**src/rtl/pci_pkg.sv**
```systemverilog
package pci_pkg;

  // Depth of the input synchronizer and the warm-up it implies.
  localparam int SYNC_STAGES = 2;
  localparam int WARM_CYC    = SYNC_STAGES + 1;
  localparam int REG_AW      = 3;

  typedef enum logic [REG_AW-1:0] {
    REG_ARM_SET  = 3'd0,
    REG_ARM_CLR  = 3'd1,
    REG_ARM_MASK = 3'd2,
    REG_PENDING  = 3'd3,
    REG_FILT_SEL = 3'd4,
    REG_PIN_LVL  = 3'd5
  } regIdx_e;

  // Strobes from control to datapath.
  typedef struct packed {
    logic    armSetWr;
    logic    armClrWr;
    logic    filtWr;
    logic    statusRd;
    logic    detectEn;
    regIdx_e rdIdx;
  } ctrlStrobes_t;

endpackage

```
**src/rtl/pci_glitch_filter.sv**
```systemverilog
module pci_glitch_filter #(
  parameter int STABLE_CLKS = 3
) (
  input  logic clk,
  input  logic rstN,
  input  logic load,
  input  logic rawIn,
  output logic fltOut
);
  localparam int CNT_W = $clog2(STABLE_CLKS + 1);
  localparam logic [CNT_W-1:0] LAST = CNT_W'(STABLE_CLKS - 1);

  logic [CNT_W-1:0] runCnt;

  always_ff @(posedge clk) begin
    if (!rstN) begin
      fltOut <= 1'b0;
      runCnt <= '0;
    end else if (load) begin
      fltOut <= rawIn;
      runCnt <= '0;
    end else if (rawIn == fltOut) begin
      runCnt <= '0;
    end else if (runCnt == LAST) begin
      fltOut <= rawIn;
      runCnt <= '0;
    end else begin
      runCnt <= runCnt + 1'b1;
    end
  end

  // an input that agrees with the output never moves the output
  p_filter_hold_r8: assert property (@(posedge clk) disable iff (!rstN)
    (!load && rawIn == fltOut) |=> $stable(fltOut));

  // the run counter never passes the hold length
  p_filter_bound_r8: assert property (@(posedge clk) disable iff (!rstN)
    runCnt <= LAST);

endmodule

```
**src/rtl/pci_ctrl.sv**
```systemverilog
module pci_ctrl
  import pci_pkg::*;
(
  input  logic                 clk,
  input  logic                 rstN,
  input  logic                 busSel,
  input  logic                 busWrite,
  input  logic [REG_AW-1:0]    busAddr,
  output ctrlStrobes_t         strb
);
  localparam int WARM_W = $clog2(WARM_CYC + 1);
  localparam logic [WARM_W-1:0] WARM_DONE = WARM_W'(WARM_CYC);

  logic [WARM_W-1:0] warmCnt;
  logic              wrHit;
  logic              rdHit;
  regIdx_e           addrIdx;

  // Detection stays off until the synchronizer and the previous sample hold real data.
  always_ff @(posedge clk) begin
    if (!rstN)                 warmCnt <= '0;
    else if (warmCnt != WARM_DONE) warmCnt <= warmCnt + 1'b1;
  end

  always_comb begin
    addrIdx       = regIdx_e'(busAddr);
    wrHit         = busSel && busWrite;
    rdHit         = busSel && !busWrite;
    strb          = '0;
    strb.detectEn = (warmCnt == WARM_DONE);
    strb.rdIdx    = addrIdx;
    strb.armSetWr = wrHit && (addrIdx == REG_ARM_SET);
    strb.armClrWr = wrHit && (addrIdx == REG_ARM_CLR);
    strb.filtWr   = wrHit && (addrIdx == REG_FILT_SEL);
    strb.statusRd = rdHit && (addrIdx == REG_PENDING);
  end

  // detection once enabled stays enabled until reset
  p_detect_sticky_r1: assert property (@(posedge clk) disable iff (!rstN)
    strb.detectEn |=> strb.detectEn);

  // a write never produces the clearing read strobe
  p_no_clear_on_write_r6: assert property (@(posedge clk) disable iff (!rstN)
    busWrite |-> !strb.statusRd);

endmodule

```
**src/rtl/pci_datapath.sv**
```systemverilog
module pci_datapath
  import pci_pkg::*;
#(
  parameter int LINES       = 32,
  parameter int STABLE_CLKS = 3
) (
  input  logic             clk,
  input  logic             rstN,
  input  logic [LINES-1:0] pinIn,
  input  logic [LINES-1:0] wdata,
  input  ctrlStrobes_t     strb,
  output logic [LINES-1:0] rdata,
  output logic             irqOut
);
  logic [LINES-1:0] syncA, syncB, fltLvl, sample, prevSample;
  logic [LINES-1:0] change, pending, armMask, filtSel;

  always_ff @(posedge clk) begin
    if (!rstN) begin
      syncA <= '0;
      syncB <= '0;
    end else begin
      syncA <= pinIn;
      syncB <= syncA;
    end
  end

  for (genvar i = 0; i < LINES; i++) begin : g_filt
    pci_glitch_filter #(.STABLE_CLKS(STABLE_CLKS)) u_filt (
      .clk   (clk),
      .rstN  (rstN),
      .load  (!strb.detectEn),
      .rawIn (syncB[i]),
      .fltOut(fltLvl[i])
    );
  end

  always_comb begin
    sample = (fltLvl & filtSel) | (syncB & ~filtSel);
    change = strb.detectEn ? (sample ^ prevSample) : '0;
    irqOut = |(pending & armMask);
  end

  always_ff @(posedge clk) begin
    if (!rstN) begin
      prevSample <= '0;
      pending    <= '0;
      armMask    <= '0;
      filtSel    <= '0;
    end else begin
      prevSample <= sample;
      // A change at the read edge survives the clear.
      pending    <= (strb.statusRd ? '0 : pending) | change;
      if (strb.armSetWr) armMask <= armMask | wdata;
      if (strb.armClrWr) armMask <= armMask & ~wdata;
      if (strb.filtWr)   filtSel <= wdata;
    end
  end

  always_comb begin
    unique case (strb.rdIdx)
      REG_ARM_MASK: rdata = armMask;
      REG_PENDING:  rdata = pending;
      REG_FILT_SEL: rdata = filtSel;
      REG_PIN_LVL:  rdata = sample;
      default:      rdata = '0;
    endcase
  end

  // no flag appears while detection is still warming up
  p_warm_quiet_r1: assert property (@(posedge clk) disable iff (!rstN)
    !strb.detectEn |=> pending == '0);

  // every bit written to arm-set is armed afterwards
  p_mask_set_r2: assert property (@(posedge clk) disable iff (!rstN)
    strb.armSetWr |=> (armMask & $past(wdata)) == $past(wdata));

  // every bit written to arm-clear is disarmed afterwards
  p_mask_clear_r3: assert property (@(posedge clk) disable iff (!rstN)
    strb.armClrWr |=> (armMask & $past(wdata)) == '0);

  // without a read, pending flags never drop
  p_pending_hold_r4: assert property (@(posedge clk) disable iff (!rstN)
    !strb.statusRd |=> (pending & $past(pending)) == $past(pending));

  // nothing armed means no interrupt
  p_irq_quiet_r5: assert property (@(posedge clk) disable iff (!rstN)
    armMask == '0 |-> !irqOut);

  // after a read only freshly detected changes remain
  p_read_clear_r6: assert property (@(posedge clk) disable iff (!rstN)
    strb.statusRd |=> (pending & ~$past(change)) == '0);

endmodule

```
**src/rtl/pin_change_irq.sv**
```systemverilog
module pin_change_irq
  import pci_pkg::*;
#(
  parameter int LINES       = 32,
  parameter int STABLE_CLKS = 3
) (
  input  logic             clk,
  input  logic             rstN,
  input  logic [LINES-1:0] pinIn,
  input  logic             busSel,
  input  logic             busWrite,
  input  logic [2:0]       busAddr,
  input  logic [LINES-1:0] busWdata,
  output logic [LINES-1:0] busRdata,
  output logic             irqOut
);
  ctrlStrobes_t strb;

  pci_ctrl u_ctrl (
    .clk     (clk),
    .rstN    (rstN),
    .busSel  (busSel),
    .busWrite(busWrite),
    .busAddr (busAddr),
    .strb    (strb)
  );

  pci_datapath #(.LINES(LINES), .STABLE_CLKS(STABLE_CLKS)) u_dp (
    .clk   (clk),
    .rstN  (rstN),
    .pinIn (pinIn),
    .wdata (busWdata),
    .strb  (strb),
    .rdata (busRdata),
    .irqOut(irqOut)
  );

endmodule

```
**config.mk**
```make
export PLATFORM = sky130hd
export DESIGN_NAME = pin_change_irq
export DESIGN_NICKNAME = d
export VERILOG_FILES = /design/src/rtl/pci_pkg.sv /design/src/rtl/pci_glitch_filter.sv /design/src/rtl/pci_ctrl.sv /design/src/rtl/pci_datapath.sv /design/src/rtl/pin_change_irq.sv
export SDC_FILE = /design/constraint.sdc
export NUM_CORES = 1
export LEC_CHECK = 0
export BUFFER_PORTS_ARGS = -buffer_cell sky130_fd_sc_hd__clkbuf_2
export CORE_MARGIN = 2
export CORE_UTILIZATION = 41
export DETAILED_ROUTE_END_ITERATION = 16
export GPL_TIMING_DRIVEN = 0
export SLEW_MARGIN = 20
export SYNTH_ARGS = -nofsm -noshare
export SYNTH_HDL_FRONTEND = slang
export SYNTH_SLANG_ARGS = --single-unit
```
**constraint.sdc**
```tcl
create_clock -name clk -period 1.69 [get_ports clk]
set_input_delay 0.338 -clock clk [delete_from_list [all_inputs] [get_ports clk]]
set_output_delay 0.338 -clock clk [all_outputs]
set_load 0.02 [all_outputs]
```
==> summary.txt, run 1 <==
=====================================================================================
Mean post-synth cell area                                                    10.4 µm²
Core Box Area                                                              0.0269 mm²
Area after detailed placement                                              0.0122 mm²
Final Hold Fails                                                                    0
Iteration-0 DRC Markers                                                           820
Clock latency of the later-clocked register in the worst-skew pair            0.55 ns
Tcrit/Tclk final                                                                 140%
Arrival time of the worst setup path                                          2.02 ns
Fillcell total                                                                   2426
Post-synthesis async set-or-reset flop share                                       0%
HP Start                                                                    pinIn[30]
Count of vias placed by the detailed router                                      9232
Util after Layout                                                               54.9%
Syn nets                                                                         1183
Count of antenna-violating nets left after detailed routing                         0
Via count of the first global-routing pass                                       8964
Relative slew slack                                                             33.2%
Post-route total power                                                       0.0151 W
Final routed wirelength across all metal layers                              34200 µm
Area growth from synthesis to layout                                            31.8%
Largest net degree at the start of global routing                                  15
Clock network fraction of total power                                           43.8%
Smallest setup slack after layout                                           -0.668 ns
Most frequent standard cell in the layout excluding fill and tap cells        dfxtp_1
Length of the first detailed-routing pass in iterations                             7
Number of max-cap violations                                                        0
List of cells traversed by the critical path                             a22oi_2 -> nand4_1 -> or4_4 -> buf_8
CP required                                                                   1.35 ns
# IOs                                                                             104
Leading cell types in the layout, fill and taps excluded                 dfxtp_1 (253), buf_4 (89), nor2_1 (74)
Post-synthesis cell count                                                        1079
Count of state elements after synthesis                                           290
Ratio of total power to cell area                                         1020 mW/mm²
Sequential cell area                                                      0.00587 mm²
Critical Path Stages                                                                4
Clock skew after layout                                                    0.00911 ns
DRC violations left                                                                 0
CTS clk-pin slew, worst paths                                                 0.06 ns
Minimum period implied by the final worst setup slack                         2.36 ns
Hold_ws                                                                     0.0168 ns
Sequential share of power                                                       47.5%
Number of failing setup endpoints in the final timing report                       33
Kind of critical path                                                    flop to output pin
Routed wire per std cell                                                      20.3 µm
Antenna Cells                                                                       0
Slack of the worst reg-to-reg path                                            0.08 ns
Die X                                                                          169 µm
Number of levels the H-tree was split into                                          1
Die extent in y                                                                169 µm
Static leakage                                                                5.63 nW
Crit path capture                                                              irqOut
Starting Density                                                                41.7%
Sw power                                                                    0.00358 W
Number of warnings issued by yosys                                                  0
Cell type group with the largest total delay on the critical path        simple AND/OR/NAND/NOR gates
HP Class                                                                 input pin to flop
Startpoint class of the critical path                                            flop
Total grt overflow                                                                  0
Failing checks                                                           negative setup slack
Cell at the root of the clock tree                                          clkbuf_16
Post-DR vias/cell                                                                5.48
Post-synth top flop                                                           dfxtp_1
Status                                                                   finished with violations
Destination of the worst register-to-register timing path                u_dp.g_filt[0].u_filt.fltOut
Combinational share of power                                                     8.7%
Internal Power                                                               0.0115 W
Fraction of the yosys area taken by sequential cells                            51.8%
Number of distinct library cells after synthesis                                   34
Number of nets in the final layout                                               1425
TritonCTS clock tree                                                              yes
Peak ir drop on the vdd network                                              0.568 mV
CP max FO                                                                           2
Buffers on Ports                                                                  102
Wire length of the first global-routing pass                                 52200 µm
Reg-to-reg startpoint                                                    u_ctrl.warmCnt[0]
Share of layout cells above drive strength 1                                    26.7%
Floorplan die area                                                         0.0286 mm²
Switching power share of the total                                              23.8%
Delay of the slowest critical-path stage                                      0.60 ns
Nature of the critical path endpoint                                       output pin
Number of cell instances on the worst register-to-register path                     6
Post-Layout Inst Area                                                      0.0148 mm²
Initial antenna violation count                                                     0
Slew @ Worst Pin                                                              1.00 ns
Area used by multi-input combinational logic                              0.00525 mm²
Upper clock frequency limit                                                   424 MHz
Row Count                                                                          60
Final count of pins violating max slew                                              0
CTS sink count                                                                    290
Post-synthesis instance area                                               0.0112 mm²
EDFF count, synth                                                                   0
Half-perimeter wire length after detailed placement                          23000 µm
Unrepaired setup endpoints after global routing                                  true
Number of clock buffers inserted by TritonCTS                                      30
Global-route usage over all layers                                              23.9%
Number of buffers on the longest clock path                                         3
Buffers & Inverters on Critical Path                                                1
Critical path's slowest cell                                                    or4_4
Global placement routability congestion                                         0.845
=====================================================================================
through the flow:
| stage | TNS [ns] | instances | worst slack, ns |
|---|---|---|---|
| global route | -13.31 | 1684 | -0.711 |
| global placement | -50.83 | 1522 | -0.567 |
| finish | -11.74 | 1684 | -0.668 |
| CTS | -12.07 | 1671 | -0.660 |
| detailed placement | -54.60 | 1522 | -0.594 |
| floorplan | 0 | 1079 | 0.0152 |
routing by layer:
metal | track usage, % | wire (µm) | vias up
met4 | 9.33 | 1230 | 0
li1 | - | - | 4394
met1 | 32.9 | 15200 | 4418
met2 | 37.4 | 15200 | 343
met3 | 4.20 | 2560 | 77
met5 | 0 | 0 | -
synthesized netlist by cell type (33+ instances only):
| cell type | number | area share [%] |
|---|---|---|
| mux2i_1 | 65 | 5.8 |
| nor2_1 | 74 | 2.5 |
| inv_1 | 33 | 1.1 |
| xor2_1 | 33 | 2.6 |
| a21oi_1 | 64 | 2.9 |
| and2_1 | 65 | 3.6 |
| ha_1 | 33 | 3.7 |
| dfxtp_1 | 290 | 52 |
| nor4_1 | 56 | 3.1 |
| o2bb2ai_1 | 64 | 5.0 |
| clkbuf_1 | 48 | 1.6 |
cell type report:
type                       count  area share (%)
sequential                   290            39.8
multi-input combinational    680            35.6
timing repair buffer         210            11.3
clock buffer                  48            6.37
tap                          341            2.89
buffer                        75            2.84
inverter                      34           0.865
clock inverter                 6           0.390
logic make-up (layout without fill, tap and decap cells):
group / count (synthesis) / after routing / share of synthesized area, %
DFF: 290 / 290 / 51.8
and+or+nand+nor: 276 / 276 / 13.6
AOI/OAI and AO/OA: 241 / 241 / 15.9
buffers and inverters: 109 / 373 / 4.09
xor gates and xnor gates: 65 / 65 / 5.08
muxes: 65 / 65 / 5.81
adders and majority gates: 33 / 33 / 3.69
how the worst min path moves through the flow:
stage,to,slack [ns],depth (start not counted)
global route,flop,0.02,2
global placement,u_dp.g_filt[27].u_filt.runCnt[0],0.40,1
CTS,flop,0.003,2
detailed placement,u_dp.g_filt[27].u_filt.runCnt[0],0.40,1
finish,u_dp.syncA[30],0.02,2
floorplan,u_dp.g_filt[25].u_filt.runCnt[0],0.39,1
power groups by stage:
stage	clock network, W	logic (W)	registers [W]
after floorplan	0	0.000649	0.00726
after global placement	0	0.00107	0.00730
after detailed placement	0	0.00108	0.00731
after CTS	0.00669	0.00126	0.00716
after global routing	0.00701	0.00140	0.00718
final	0.00660	0.00131	0.00716
worst register-to-register path, delay by kind of cell (launching register included):
kind	cells	cell delay, ns
simple gates	2	0.17
flops	1	0.36
fa+ha+maj	1	0.15
mux	1	0.18
buf+inv	2	0.61
repair_timing:
action | CTS | global route
pin swaps | 6 | 4
cloned | 0 | 0
resized for setup | 167 | 57
setup buffers | 64 | 13
endpoints found under the hold margin | 31 | 0
setup endpoints to repair | 134 | 110
hold buffers | 31 | 0
Note: power is estimated with default switching activity, not from simulation.
==> inputs of run 2 (changes only) <==
- ABC_AREA: default -> 1
==> summary.txt, run 2 <==
=====================================================================================
Status                                                                   finished with violations
Failing checks                                                           negative setup slack
Clock latency of the later-clocked register in the worst-skew pair            0.51 ns
Initial antenna violation count                                                     1
Final Hold Fails                                                                    0
Die X                                                                          180 µm
Combinational share of power                                                    11.2%
Number of buffers on the longest clock path                                         3
Number of clock buffers inserted by TritonCTS                                      34
Clock network fraction of total power                                           43.7%
Post-DR vias/cell                                                                4.69
Area after detailed placement                                              0.0137 mm²
Reg-to-reg startpoint                                                    u_ctrl.warmCnt[0]
Number of cell instances on the worst register-to-register path                     7
Static leakage                                                                8.46 nW
Tcrit/Tclk final                                                                 108%
Number of failing setup endpoints in the final timing report                       33
CTS sink count                                                                    290
Mean post-synth cell area                                                    6.75 µm²
Area growth from synthesis to layout                                            33.5%
Cell taking the most area after synthesis                                     dfxtp_1
HP Start                                                                    pinIn[19]
Minimum period implied by the final worst setup slack                         1.83 ns
DRC violations left                                                                 0
DP Worst Slack                                                              -0.602 ns
Routed wire per std cell                                                      14.6 µm
Via count of the first global-routing pass                                      11483
Die extent in y                                                                180 µm
Internal Power                                                               0.0122 W
Count of antenna-violating nets left after detailed routing                         0
Number of max-cap violations                                                        0
Count of state elements after synthesis                                           290
Post-synthesis instance area                                               0.0127 mm²
Biggest area contributors in the synthesized netlist                     dfxtp_1 (46%), nand2_1 (15%), inv_1 (11%)
Half-perimeter wire length after detailed placement                          25200 µm
Placed cell count                                                                2383
Fraction of the yosys area taken by sequential cells                            45.6%
Arrival time of the worst setup path                                          1.49 ns
Setup tns final                                                              -1.61 ns
Fillcell total                                                                   2911
Most frequent cell after synthesis                                            nand2_1
Row Count                                                                          64
Total grt overflow                                                                  0
Unrepaired setup endpoints after global routing                                  true
Upper clock frequency limit                                                   548 MHz
TritonCTS clock tree                                                              yes
Global placement routability congestion                                         0.830
Antenna Cells                                                                       0
Kind of critical path                                                    flop to output pin
Length of the first detailed-routing pass in iterations                             5
Peak ir drop on the vdd network                                              0.597 mV
Share of layout cells above drive strength 1                                    27.1%
Smallest setup slack after layout                                           -0.136 ns
Number of nets in the final layout                                               2259
Post-synthesis async set-or-reset flop share                                       0%
Largest net degree at the start of global routing                                  15
Hold-critical path endpoint                                              u_dp.syncA[19]
Destination of the worst register-to-register timing path                u_dp.pending[28]
# IOs                                                                             104
HP Class                                                                 input pin to flop
Most frequent standard cell in the layout excluding fill and tap cells        nand2_1
Ratio of total power to cell area                                          958 mW/mm²
Leading cell types in the layout, fill and taps excluded                 nand2_1 (457), inv_1 (304), nor2_1 (232)
Startpoint class of the critical path                                            flop
Number of levels the H-tree was split into                                          2
Slew @ Worst Pin                                                             0.708 ns
Util after Layout                                                               55.5%
Starting Density                                                                41.6%
Number of distinct library cells after synthesis                                   16
CTS clk-pin slew, worst paths                                                 0.06 ns
Nature of the critical path endpoint                                       output pin
CP required                                                                   1.35 ns
CP max FO                                                                           3
Core Box Area                                                              0.0306 mm²
Slack of the worst reg-to-reg path                                            0.07 ns
Switching power share of the total                                              25.3%
Post-synth top flop                                                           dfxtp_1
Syn nets                                                                         1988
Wire length of the first global-routing pass                                 58800 µm
Ranking of synthesized cells by instance count                           nand2_1 (504), inv_1 (356), dfxtp_1 (290), nor2_1 (239), o21ai_0 (97)
Iteration-0 DRC Markers                                                           809
Non-Filler Instances                                                             2571
Count of vias placed by the detailed router                                     12054
Post-synthesis cell count                                                        1884
Final count of pins violating max slew                                              0
Post-Layout Inst Area                                                      0.0170 mm²
Cell at the root of the clock tree                                          clkbuf_16
Count of cells along the worst hold path                                            3
Number of warnings issued by yosys                                                  0
Floorplan die area                                                         0.0325 mm²
Area share of the leading cell type in the synthesized netlist                  45.6%
Buffers on Ports                                                                  103
EDFF count, synth                                                                   0
Sequential share of power                                                       45.1%
Final routed wirelength across all metal layers                              37700 µm
Global-route usage over all layers                                              22.5%
Sw power                                                                    0.00411 W
Clock skew after layout                                                     0.0177 ns
Relative slew slack                                                             52.8%
=====================================================================================
## run 2: changes by cell type in the layout (fill, tap and decap cells not counted), sizes merged, moves of 44 or more
cell,change
inv,+330
buf,+44
and2,-65
o21ai,+65
nor4,-56
nor3,+96
nand2,+502
o2bb2ai,-64
nor2,+165
mux2i,-65
## run 2: logic make-up (layout without fill, tap and decap cells)
kind of cell               Yosys count  count (layout)  share of synthesized area, %
and+or+nand+nor                    907             907                          28.5
buffers and inverters              428             719                          12.8
DFF                                290             290                          45.6
AOI/OAI and AO/OA                  193             193                          7.59
adders and majority gates           33              33                          3.25
xor gates and xnor gates            33              33                          2.27
## run 2: how the worst max path moves through the flow
stage	cells after the start	endpoint	slack [ns]	start
2_1_floorplan	5	busRdata[0]	0.16	busAddr[0]
3_3_place_gp	7	busRdata[11]	-0.63	busAddr[0]
5_1_grt	7	irqOut	-0.22	u_dp.pending[14]
3_5_place_dp	7	busRdata[11]	-0.60	busAddr[0]
4_1_cts	7	irqOut	-0.18	flop
6_report	7	irqOut	-0.14	u_dp.pending[14]
## run 2: critical path: stages (launching register included)
cell and delay, ns:
dfxtp_2 0.33, nand2_2 0.06, nand2_2 0.06, nor2_4 0.12
nand2_2 0.08, nor2_2 0.11, nand2_1 0.07, clkbuf_8 0.15
## run 2: cell type report
type                       count  area, µm²  share of cell area [%]
inverter                     361       1390                    8.17
tap                          396        495                    2.92
clock inverter                10        144                   0.847
multi-input combinational   1166       5700                    33.6
sequential                   290       5990                    35.3
buffer                        67        430                    2.53
timing repair buffer         235       1910                    11.2
clock buffer                  46        926                    5.45
## run 2: power groups by stage
stage	logic, W	registers, W	clock network, W
floorplan	0.000894	0.00741	0
CTS	0.00172	0.00733	0.00721
finish	0.00182	0.00734	0.00711
global route	0.00200	0.00737	0.00754
global placement	0.00133	0.00747	0
detailed placement	0.00135	0.00749	0
## run 2: routing by layer
| metal | track usage (%) | routed length, µm | vias to the layer above |
|---|---|---|---|
| li1 | - | - | 6234 |
| met1 | 30.7 | 17400 | 5464 |
| met2 | 37.0 | 17000 | 304 |
| met3 | 3.64 | 2450 | 52 |
| met4 | 6.10 | 738 | 0 |
| met5 | 0 | 0 | - |
## run 2: stage by stage
step	hold slack (ns)	power [W]
floorplan	0.390	0.00831
global placement	0.395	0.00880
detailed placement	0.395	0.00884
CTS	0.0000638	0.0163
global route	0.00431	0.0169
finish	0.00905	0.0163
## run 2: timing repair
item / 4_1_cts / 5_1_grt
pin swaps: 78 / 42
hold endpoints to repair: 9 / 1
endpoints found under the setup margin: 125 / 138
gates cloned: 2 / 2
setup buffers: 100 / 18
hold buffers: 9 / 1
resized for setup: 398 / 90
